[src/rtl/cpu_port_pkg.sv]
package cpu_port_pkg;
  localparam int PORT_W = 6;

  // Value seen by a reader of the data address: sensed level on input bits, latch on output bits
  function automatic logic [PORT_W-1:0] merge_read(input logic [PORT_W-1:0] dir,
                                                   input logic [PORT_W-1:0] dat,
                                                   input logic [PORT_W-1:0] pins);
    return (dat & dir) | (pins & ~dir);
  endfunction

  // Level presented downstream: input bits are pulled high
  function automatic logic [PORT_W-1:0] drive_level(input logic [PORT_W-1:0] dir,
                                                    input logic [PORT_W-1:0] dat);
    return (dat & dir) | ~dir;
  endfunction
endpackage

[src/rtl/cpu_port_decode.sv]
module cpu_port_decode #(
  parameter int ADDR_W = 16
) (
  input  logic [ADDR_W-1:0] addr,
  input  logic              we,
  output logic              hit,
  output logic              sel_dir,
  output logic              sel_dat,
  output logic              wr_dir,
  output logic              wr_dat
);
  assign hit     = (addr[ADDR_W-1:1] == '0);
  assign sel_dir = hit & ~addr[0];
  assign sel_dat = hit &  addr[0];
  assign wr_dir  = sel_dir & we;
  assign wr_dat  = sel_dat & we;
endmodule

[src/rtl/cpu_port_reg.sv]
module cpu_port_reg #(
  parameter int              W   = 6,
  parameter logic [W-1:0]    RST = '0
) (
  input  logic         clk,
  input  logic         rst_n,
  input  logic         wr,
  input  logic [W-1:0] d,
  output logic [W-1:0] q
);
  always_ff @(posedge clk) begin
    if (!rst_n)  q <= RST;
    else if (wr) q <= d;
  end

  assert_hold_R8: assert property (@(posedge clk) disable iff (!rst_n)
    !wr |=> $stable(q));
  assert_load_R2: assert property (@(posedge clk) disable iff (!rst_n)
    wr |=> (q == $past(d)));
endmodule

[src/rtl/cpu_port_rdmux.sv]
module cpu_port_rdmux #(
  parameter int DATA_W = 8,
  parameter int PORT_W = 6
) (
  input  logic              clk,
  input  logic              rst_n,
  input  logic              sel_dir,
  input  logic              sel_dat,
  input  logic [PORT_W-1:0] dir,
  input  logic [PORT_W-1:0] dat_view,
  output logic [DATA_W-1:0] rdata
);
  localparam int PAD_W = DATA_W - PORT_W;

  always_comb begin
    rdata = '0;
    if (sel_dir)      rdata = {{PAD_W{1'b0}}, dir};
    else if (sel_dat) rdata = {{PAD_W{1'b0}}, dat_view};
  end

  assert_idle_zero_R7: assert property (@(posedge clk) disable iff (!rst_n)
    !(sel_dir || sel_dat) |-> (rdata == '0));
  assert_upper_zero_R6: assert property (@(posedge clk) disable iff (!rst_n)
    rdata[DATA_W-1:PORT_W] == '0);
endmodule

[src/rtl/cpu_port.sv]
module cpu_port #(
  parameter int ADDR_W = 16,
  parameter int DATA_W = 8
) (
  input  logic              clk,
  input  logic              rst_n,
  input  logic [ADDR_W-1:0] bus_addr,
  input  logic [DATA_W-1:0] bus_wdata,
  input  logic              bus_we,
  output logic [DATA_W-1:0] bus_rdata,
  output logic              bus_hit,
  input  logic [5:0]        pin_in,
  output logic [5:0]        pin_out,
  output logic [5:0]        pin_dir
);
  import cpu_port_pkg::*;

  logic sel_dir, sel_dat, wr_dir, wr_dat;
  logic [PORT_W-1:0] dir_q, dat_q, dat_view;

  cpu_port_decode #(.ADDR_W(ADDR_W)) u_dec (
    .addr(bus_addr), .we(bus_we), .hit(bus_hit),
    .sel_dir(sel_dir), .sel_dat(sel_dat), .wr_dir(wr_dir), .wr_dat(wr_dat));

  cpu_port_reg #(.W(PORT_W), .RST('0)) u_dir (
    .clk(clk), .rst_n(rst_n), .wr(wr_dir), .d(bus_wdata[PORT_W-1:0]), .q(dir_q));

  cpu_port_reg #(.W(PORT_W), .RST('0)) u_dat (
    .clk(clk), .rst_n(rst_n), .wr(wr_dat), .d(bus_wdata[PORT_W-1:0]), .q(dat_q));

  assign dat_view = merge_read(dir_q, dat_q, pin_in);
  assign pin_out  = drive_level(dir_q, dat_q);
  assign pin_dir  = dir_q;

  cpu_port_rdmux #(.DATA_W(DATA_W), .PORT_W(PORT_W)) u_rd (
    .clk(clk), .rst_n(rst_n), .sel_dir(sel_dir), .sel_dat(sel_dat),
    .dir(dir_q), .dat_view(dat_view), .rdata(bus_rdata));

  assert_pullup_R4: assert property (@(posedge clk) disable iff (!rst_n)
    (~pin_dir & ~pin_out) == '0);
  assert_sense_R5: assert property (@(posedge clk) disable iff (!rst_n)
    (sel_dat && !pin_dir[4]) |-> (bus_rdata[4] == pin_in[4]));
  assert_nohit_R7: assert property (@(posedge clk) disable iff (!rst_n)
    (!bus_hit && bus_we) |=> ($stable(pin_dir) && $stable(pin_out)));
endmodule

[config.mk]
export PLATFORM = sky130hd
export DESIGN_NAME = cpu_port
export DESIGN_NICKNAME = d
export VERILOG_FILES = /design/src/rtl/cpu_port_pkg.sv /design/src/rtl/cpu_port_decode.sv /design/src/rtl/cpu_port_reg.sv /design/src/rtl/cpu_port_rdmux.sv /design/src/rtl/cpu_port.sv
export SDC_FILE = /design/constraint.sdc
export NUM_CORES = 1
export LEC_CHECK = 0
export ABC_AREA = 0
export BUFFER_PORTS_ARGS = -buffer_cell sky130_fd_sc_hd__buf_2
export CAP_MARGIN = 20
export CORE_MARGIN = 2
export CORE_UTILIZATION = 41
export CTS_BUF_LIST = sky130_fd_sc_hd__clkbuf_2 sky130_fd_sc_hd__clkbuf_4 sky130_fd_sc_hd__clkbuf_8
export DETAILED_ROUTE_END_ITERATION = 7
export PLACE_DENSITY = 0.91
export RECOVER_POWER = 100
export SYNTH_ARGS = -nofsm -noshare
export SYNTH_HDL_FRONTEND = slang
export SYNTH_SLANG_ARGS = --single-unit
[constraint.sdc]
create_clock -name clk -period 1.3 [get_ports clk]
set_clock_uncertainty 0.1 [all_clocks]
set_input_delay 0.065 -clock clk [delete_from_list [all_inputs] [get_ports clk]]
set_output_delay 0.065 -clock clk [all_outputs]
set_load 0.03 [all_outputs]
======== Yosys cells after proc, flatten, opt, wreduce, memory -nomap -nowiden ========
Index checks and enable logic that the tools add are counted.
operators by class
  mux-type cells .......................... 2
  bitwise logic cells ..................... 10
  reductions and logical operators ........ 1
operators with widths
  kind               count
  15-bit zero test   1
  6-bit bitwise AND  2
  6-bit bitwise OR   2
  8-bit 2-to-1 mux   1
  6-bit 2-to-1 mux   1
  6-bit NOT          1
  1-bit bitwise AND  4
  1-bit NOT          1
word-level totals
  bits in registers ....................... 12
  input port bits ......................... 33
  output and inout bits ................... 21
  logic and storage cells ................. 15

======== Depth between registers and ports, before layout ========
Gate-level depths: netlist of the first run.
  depth after elaboration ................. 5
  gate-level depth with buffers ........... 6
  mapped depth without buffers ............ 5

======== Hierarchy ========
Synthesis of the first run repeated with hierarchy kept, for this count alone.
second synthesis, totals
  cell total of the unflattened synthesis .. 74
  area total of the unflattened synthesis .. 763.2 um^2
by module, submodules not included
  module           instances  cells an instance  area an instance (um^2)  seq. area each (um^2)
  cpu_port_reg     2          19                 229.0                    120.1
  cpu_port         1          12                 127.6                    0.0
  cpu_port_rdmux   1          15                 108.9                    0.0
  cpu_port_decode  1          9                  68.8                     0.0

======== Least setup slack after synthesis of the first run ========
Ideal clock, no wire load.
  path kind ............................... input to output
  start ................................... input bus_addr[9]
  end ..................................... output bus_rdata[0]
  data arrival time ....................... 1597 ps
  required time ........................... 1135 ps
  path slack .............................. -462 ps
  cell stages on the path ................. 4
  path buffers ............................ 1
  path through ............................ nor4_2 -> nand4_2 -> buf_2 -> a311oi_1
between the ends
  cells in the longest elaborated chain, start to end .. 4
  elaborated cells on any way between the ends .. 5
  those cells by class .................... 2 x mux; 2 x bitwise; 1 x reduce/logical
ends and longest elaborated chain
  element               RTL line               text
  from (decl)           cpu_port.sv:7          input logic [ADDR_W-1:0] bus_addr,
  15-bit zero test (*)  cpu_port_decode.sv:12  assign hit = (addr[ADDR_W-1:1] == '0);
  1-bit bitwise AND     cpu_port_decode.sv:14  assign sel_dat = hit & addr[0];
  6-bit 2-to-1 mux      cpu_port_rdmux.sv:18   else if (sel_dat) rdata = {{PAD_W{1'b0}}, dat_view};
  8-bit 2-to-1 mux (*)  cpu_port_rdmux.sv:17   if (sel_dir) rdata = {{PAD_W{1'b0}}, dir};
  to (decl)             cpu_port.sv:10         output logic [DATA_W-1:0] bus_rdata,
Every way passes the cells marked *; elsewhere a longest branch is shown, timed or not.

======== Worst setup path in the final report of the first run ========
  start ................................... input bus_addr[15]
  end ..................................... output bus_rdata[2]
Same word-level chain as after synthesis.

==> results_dict.tcl, run 1 <==
set metrics [dict create \
    result_of_the_run "finished with violations" \
    failed_checks "negative setup slack" \
    boundaryPins 54 \
    final_layout_size_suffix_gt1_share_pct 51.0 \
    grt_pass1_vias 910 \
    port_buffers 49 \
    rows 15 \
    total_length_of_routed_wires_um 2730 \
    intPower_mw 0.603 \
    gp_congestion 0.717 \
    worst_hold_path.endpoint "u_dir.q[1]$_SDFFE_PN0P_" \
    powerDensity_nw_per_um2 587 \
    drtIter0Drc 47 \
    seq_power_share_pct 43.3 \
    globalRoute.totalOverflow 0 \
    die_y_um 46.2 \
    setup_viol 6 \
    timing.critical_path.arrival_ns 1.20 \
    yosys_warnings 0 \
    die_area_um2 2130 \
    worstSetupStartpointType "input port" \
    synth_commonest_cells "12 x sky130_fd_sc_hd__dfxtp_1, 12 x sky130_fd_sc_hd__o21ai_0, 9 x sky130_fd_sc_hd__a21boi_1" \
    synth_edf_count 0 \
    grt_start_max_net_pins 19 \
    synthFlopType "sky130_fd_sc_hd__dfxtp_1" \
    worstHoldPathCells 2 \
    tritonroute_pass_1_iters 4 \
    p_sw_mw 0.216 \
    cp_data_required_time_ns 1.13 \
    vdd_drop_max_uv 1030 \
    routed_via_density 5.72 \
    drc 0 \
    m1WireLength_um 985 \
    syn-mean-instance-area_um2 8.20 \
    critical_path.reg2reg.startpoint "u_dir.q[0]$_SDFFE_PN0P_" \
    crit_buf_inv 3 \
    crit_type "in2out" \
    wl_met3_um 207 \
    critPathTopFamily "buffers and inverters" \
    diodes 0 \
    crit_path_top_delay_cell "sky130_fd_sc_hd__nor4_4" \
    final.fill_count 102 \
    postSynthCellCount 89 \
    detail_route.wl_per_cell_um 15.5 \
    grt_pass1_wl_um 4100 \
    routed-wl-met2_um 1470 \
    r2r.worst_path.cells 2 \
    synth_top_area_cell "sky130_fd_sc_hd__dfxtp_1" \
    cp_max_fo 8 \
    dp_cells 162 \
    p_clk_share_pct 37.0 \
    routed.top_layer "met4" \
    drt.antenna.violating_nets 0 \
    flow.area_growth_from_synthesis_pct 91.1 \
    postLayoutSetupSlackWorst_ns -0.0692 \
    synth.distinct_cells 20 \
    area_of_all_placed_cells_without_fillers_um2 1390 \
    time_the_worst_path_needs_with_i_o_delays_and_setup_ns 1.37 \
    netlist_top_cells_area "sky130_fd_sc_hd__dfxtp_1 33%, sky130_fd_sc_hd__a21boi_1 9.3%, sky130_fd_sc_hd__o21ai_0 8.2%" \
    r2r_slack_ns 0.44 \
    cap_viol_max_count 0 \
    tritoncts_num_sinks 12 \
    die_w_um 46.2 \
    synth_top_area_share_pct 32.9 \
    postPlaceCellArea_um2 1160 \
    hp-class "in2reg" \
    routed_via_count 1006 \
    fin_cells 176 \
    final-max-slew-violation-count 0 \
    dp_hpwl_um 1620 \
    end_kind "primary output" \
    max_freq_mhz 730 \
    power_switching_share_pct 26.4 \
    deepest_clock_path_buffer_count 2 \
    core-area_um2 1710 \
    tritoncts "built" \
    yosys_register_bits 12 \
    asyncSetResetFlopFracSynth_pct 0 \
    finalCritPeriodShare_pct 105 \
    post_synth_instance_area_um2 729 \
    grtUsageTotal_pct 27.2 \
    leakagePower_nw 0.498 \
    synth_sequential_area_ratio_pct 32.9 \
    clkLatencyLatePin_ns 0.27 \
    cts.reportedPaths.clkPinSlew_ns 0.08 \
    design_power_total_mw 0.818 \
    comb_power_share_pct 19.7 \
    timing.critical_path.cells "buf_2, nor4_4, nand4_4, buf_12, a311oi_4, buf_6" \
    initial_utilization_pct 42.7 \
    grt_antenna_before_repair 0 \
    timing.critical_path.slowest_cell_delay_ns 0.29 \
    cts.htree.levels 1 \
    cts_inserted_buffers 3 \
    final_nets 185 \
    worstHoldStart "rst_n" \
    critical_path.reg2reg.endpoint "u_dir.q[0]$_SDFFE_PN0P_" \
    rsz0062_at_grt "yes" \
    root_buffer_selected_by_cts "sky130_fd_sc_hd__clkbuf_4" \
    hold_viol_final 0 \
]
[layout by cell type (no fill, tap or decap)]
master | netlist | routed
sky130_fd_sc_hd__buf_2 | 3 | 32
sky130_fd_sc_hd__buf_6 | 1 | 12
sky130_fd_sc_hd__a21boi_1 | 9 | 10
sky130_fd_sc_hd__o21ai_0 | 12 | 8
sky130_fd_sc_hd__nand2_1 | 7 | 7
sky130_fd_sc_hd__buf_4 | 2 | 7
sky130_fd_sc_hd__inv_1 | 6 | 6
sky130_fd_sc_hd__a311oi_4 | 0 | 6
sky130_fd_sc_hd__nand4_1 | 6 | 6
sky130_fd_sc_hd__nand4b_1 | 6 | 6
sky130_fd_sc_hd__dlygate4sd3_1 | 0 | 6
sky130_fd_sc_hd__clkbuf_1 | 2 | 6
sky130_fd_sc_hd__dfxtp_1 | 12 | 6
sky130_fd_sc_hd__dfxtp_4 | 0 | 6
sky130_fd_sc_hd__a21oi_1 | 6 | 5
sky130_fd_sc_hd__nor4_4 | 0 | 3
sky130_fd_sc_hd__clkbuf_4 | 0 | 3
sky130_fd_sc_hd__o21ai_1 | 0 | 2
sky130_fd_sc_hd__a21boi_0 | 3 | 2
sky130_fd_sc_hd__o21ai_2 | 0 | 2
sky130_fd_sc_hd__conb_1 | 1 | 2
sky130_fd_sc_hd__nor3_1 | 1 | 1
sky130_fd_sc_hd__nand4_4 | 0 | 1
sky130_fd_sc_hd__inv_4 | 0 | 1
sky130_fd_sc_hd__a21oi_2 | 0 | 1
sky130_fd_sc_hd__nand2b_1 | 1 | 1
sky130_fd_sc_hd__clkbuf_8 | 0 | 1
sky130_fd_sc_hd__buf_12 | 0 | 1
sky130_fd_sc_hd__buf_8 | 0 | 1
[power groups by stage]
stage | combinational [mW] | sequential [mW] | clock (mW)
global route | 0.172 | 0.355 | 0.325
detailed placement | 0.132 | 0.376 | 0
floorplan | 0.0612 | 0.376 | 0
CTS | 0.155 | 0.355 | 0.299
finish | 0.161 | 0.355 | 0.303
global placement | 0.128 | 0.376 | 0
[metrics by stage]
| step | hold slack (ns) | TNS [ns] | setup WS, ns | utilization (%) |
|---|---|---|---|---|
| global placement | 0.238 | -1.73 | -0.121 | 68.2 |
| floorplan | 0.118 | -0.0158 | -0.0158 | - |
| detailed placement | 0.251 | -2.51 | -0.208 | 68.2 |
| finish | 0.0175 | -0.337 | -0.0692 | 81.6 |
| global route | 0.0224 | -0.627 | -0.126 | 81.6 |
| CTS | 0.0159 | -0.344 | -0.0600 | 82.3 |
[flip-flops by register name, indices dropped and copies added (netlist names)]
register  cells
u_dat.q       6
u_dir.q       6
[worst max path at each step]
stage	slack (ns)	from	cells past startpoint	endpoint
CTS	-0.06	bus_addr[14]	6	bus_rdata[1]
global route	-0.13	bus_addr[14]	6	bus_rdata[2]
detailed placement	-0.21	bus_addr[8]	7	u_dir.q[2]$_SDFFE_PN0P_
floorplan	-0.02	u_dir.q[0]$_SDFFE_PN0P_	2	bus_rdata[0]
global placement	-0.12	bus_addr[8]	7	u_dir.q[0]$_SDFFE_PN0P_
finish	-0.07	bus_addr[15]	6	bus_rdata[2]
[layer usage]
layer	track usage [%]	vias up
met4	8.00	0
met1	31.8	475
met5	0	-
met2	46.7	64
li1	-	459
met3	9.02	8
[logic make-up after synthesis]
| logic type | Yosys count | synth area share, % |
|---|---|---|
| DFF | 12 | 32.9 |
| and+or+nand+nor | 25 | 24.4 |
| other | 1 | 0.514 |
| buffers and inverters | 15 | 10.3 |
| AOI/OAI and AO/OA | 36 | 31.9 |
[area by class of cell]
class / instances / area [um2] / area share, %
timing repair buffer: 65 / 465 / 33.4
inverter: 7 / 28.8 / 2.06
tap: 25 / 31.3 / 2.24
multi-input combinational: 63 / 569 / 40.8
sequential: 12 / 263 / 18.9
clock buffer: 4 / 36.3 / 2.60
[timing repair]
action / CTS / global route
resized for setup: 29 / 8
pin swaps: 2 / 2
setup endpoints to repair: 8 / 13
gates cloned: 1 / 0
hold buffers: 6 / 0
buffers inserted: 4 / 0
endpoints found under the hold margin: 9 / 0
(Power assumes the default switching activity.)
==> run 2, diff against run 1 <==
- BUFFER_PORTS_ARGS: -buffer_cell sky130_fd_sc_hd__buf_2 -> not set
- CORE_AREA: not set -> 2 2 39 41
- CORE_MARGIN: 2 -> not set
- CORE_UTILIZATION: 41 -> not set
- DIE_AREA: not set -> 0 0 41 43
- DONT_BUFFER_PORTS: not set -> 1
- PLACE_DENSITY: 0.91 -> 0.8
==> run 2 against run 1 <==
  * The flow still finishes with violations (negative setup slack)
  * Non-clock buffer count down 38
  * Register-to-register slack gained 0.04 ns
  * Hold slack better by 0.023 ns
  * Final cell count decreased by 27%
  * Sequential power is essentially flat
  * Count of clock-buffer cells in the layout did not move
  * Core utilization grew 8.6 points
  * Critical path depth down 3
  * Power decreased by 5.6%
  * Largest power group unchanged
==> results_dict.tcl, run 2 (same netlist as run 1, synthesis figures left out) <==
set metrics [dict create \
    result_of_the_run "finished with violations" \
    failed_checks "negative setup slack" \
    cts.reportedPaths.clkPinSlew_ns 0.09 \
    powerDensity_nw_per_um2 619 \
    grtUsageTotal_pct 28.4 \
    routed_via_density 6.62 \
    grt_antenna_before_repair 0 \
    grt_pass1_wl_um 3340 \
    worstHoldStart "bus_addr[0]" \
    setup_viol 7 \
    initial_utilization_pct 52.7 \
    globalRoute.totalOverflow 0 \
    rows 14 \
    gp_congestion 0.702 \
    final_layout_setup_total_negative_slack_ns -0.203 \
    max_freq_mhz 741 \
    place_ws_ns -0.0217 \
    final_layout_size_suffix_gt1_share_pct 42.5 \
    root_buffer_selected_by_cts "sky130_fd_sc_hd__clkbuf_4" \
    comb_power_share_pct 11.7 \
    postPlaceCellArea_um2 976 \
    routed_via_count 854 \
    end_kind "primary output" \
    total_length_of_routed_wires_um 2590 \
    seq_power_share_pct 45.9 \
    flow.area_growth_from_synthesis_pct 71.2 \
    timing.critical_path.arrival_ns 1.19 \
    cp_data_required_time_ns 1.13 \
    cts.htree.levels 1 \
    cp_max_fo 4 \
    deepest_clock_path_buffer_count 2 \
    critical_path.reg2reg.startpoint "u_dir.q[3]$_SDFFE_PN0P_" \
    time_the_worst_path_needs_with_i_o_delays_and_setup_ns 1.35 \
    cap_viol_max_count 0 \
    intPower_mw 0.571 \
    finalCritPeriodShare_pct 104 \
    r2r_slack_ns 0.48 \
    drc 0 \
    most_common_cell_after_layout_fill_and_taps_aside "sky130_fd_sc_hd__o21ai_0" \
    p_sw_mw 0.202 \
    core-area_um2 1380 \
    largestRegisters "u_dat.q x6, u_dir.q x6" \
    critical_path.reg2reg.endpoint "u_dir.q[3]$_SDFFE_PN0P_" \
    tritoncts_num_sinks 12 \
    port_buffers 0 \
    layout.cells.most_common_list "12 x sky130_fd_sc_hd__o21ai_0, 9 x sky130_fd_sc_hd__a21boi_1, 9 x sky130_fd_sc_hd__dlygate4sd3_1, 9 x sky130_fd_sc_hd__buf_4, 7 x sky130_fd_sc_hd__nand2_1" \
    vdd_drop_max_uv 556 \
    boundaryPins 54 \
    rsz0062_at_grt "yes" \
    clkLatencyLatePin_ns 0.29 \
    area_of_all_placed_cells_without_fillers_um2 1250 \
    dp_hpwl_um 1450 \
    grt_start_max_net_pins 16 \
    final_nets 147 \
    p_clk_share_pct 42.4 \
    tritoncts "built" \
    grt_pass1_vias 755 \
    hold_viol_final 0 \
    hp-class "in2reg" \
    drt.antenna.violating_nets 0 \
    power_switching_share_pct 26.1 \
    detail_route.wl_per_cell_um 20.1 \
    cts_inserted_buffers 3 \
    worst_setup_path_endpoint "bus_rdata[4]" \
    r2r.worst_path.cells 2 \
    die_w_um 41 \
    final-max-slew-violation-count 0 \
    worstSetupStartpointType "flip-flop" \
    diodes 0 \
    leakagePower_nw 0.383 \
    crit_type "reg2out" \
    postLayoutSetupSlackWorst_ns -0.0503 \
    drtIter0Drc 16 \
    final_util_pct 90.2 \
    setup.worst_path.start "u_dir.q[4]$_SDFFE_PN0P_" \
    die_y_um 43 \
    tritonroute_pass_1_iters 4 \
    whs_ns 0.0409 \
    die_area_um2 1760 \
    final.fill_count 54 \
]
-- run 2: cell count changes in the layout (fill, tap and decap cells not counted), sizes merged --
| cell | previous run | this run |
|---|---|---|
| buf | 53 | 16 |
| clkbuf | 10 | 6 |
| dlygate4sd3 | 6 | 9 |
-- run 2: cell type report --
| cell class | count | area [um2] | area share (%) |
|---|---|---|---|
| clock buffers | 4 | 36.3 | 2.91 |
| multi-input cells | 63 | 623 | 49.9 |
| repair buffers | 27 | 275 | 22.0 |
| inverters | 7 | 28.8 | 2.30 |
| well taps | 16 | 20.0 | 1.60 |
| flip-flops and latches | 12 | 265 | 21.2 |
-- run 2: power groups by stage --
stage | Combinational [mW] | Sequential (mW) | Clock [mW]
2_1_floorplan | 0.0612 | 0.376 | 0
3_3_place_gp | 0.0402 | 0.376 | 0
3_5_place_dp | 0.0411 | 0.376 | 0
4_1_cts | 0.0803 | 0.357 | 0.314
5_1_grt | 0.0945 | 0.355 | 0.340
6_report | 0.0907 | 0.355 | 0.327
-- run 2: stage by stage --
| step | total power, mW | instances |
|---|---|---|
| 4_1_cts | 0.751 | 127 |
| 6_report | 0.773 | 129 |
| 3_3_place_gp | 0.416 | 113 |
| 2_1_floorplan | 0.437 | 90 |
| 3_5_place_dp | 0.417 | 113 |
| 5_1_grt | 0.789 | 129 |
-- run 2: worst max-delay path: stages, from the launching register on --
cell and delay [ns]:
sky130_fd_sc_hd__dfxtp_4 0.39, sky130_fd_sc_hd__a21oi_4 0.04, sky130_fd_sc_hd__a311oi_4 0.28, sky130_fd_sc_hd__buf_6 0.17
-- run 2: what timing repair did --
action                                 4_1_cts  5_1_grt
gates cloned                                 0        1
setup endpoints to repair                    6        7
setup buffers                                1        1
hold buffers                                 9        0
endpoints found under the hold margin       12        0
pin swaps                                    5        7
resized for setup                           14       14
-- run 2: metal layers --
layer,wire [um],GRT usage (%),vias up
li1,-,-,384
met4,30,13.3,0
met5,0,0,-
met2,1400,47.5,49
met3,164,7.33,3
met1,994,31.3,418
-- run 2: how the worst min path moves through the flow --
stage,endpoint,slack [ns],cells past startpoint
global route,u_dat.q[1]$_SDFFE_PN0P_,0.06,3
floorplan,u_dat.q[0]$_SDFFE_PN0P_,0.12,2
finish,u_dat.q[3]$_SDFFE_PN0P_,0.04,3
global placement,u_dir.q[1]$_SDFFE_PN0P_,0.12,1
detailed placement,u_dir.q[1]$_SDFFE_PN0P_,0.12,1
CTS,u_dat.q[4]$_SDFFE_PN0P_,0.05,3
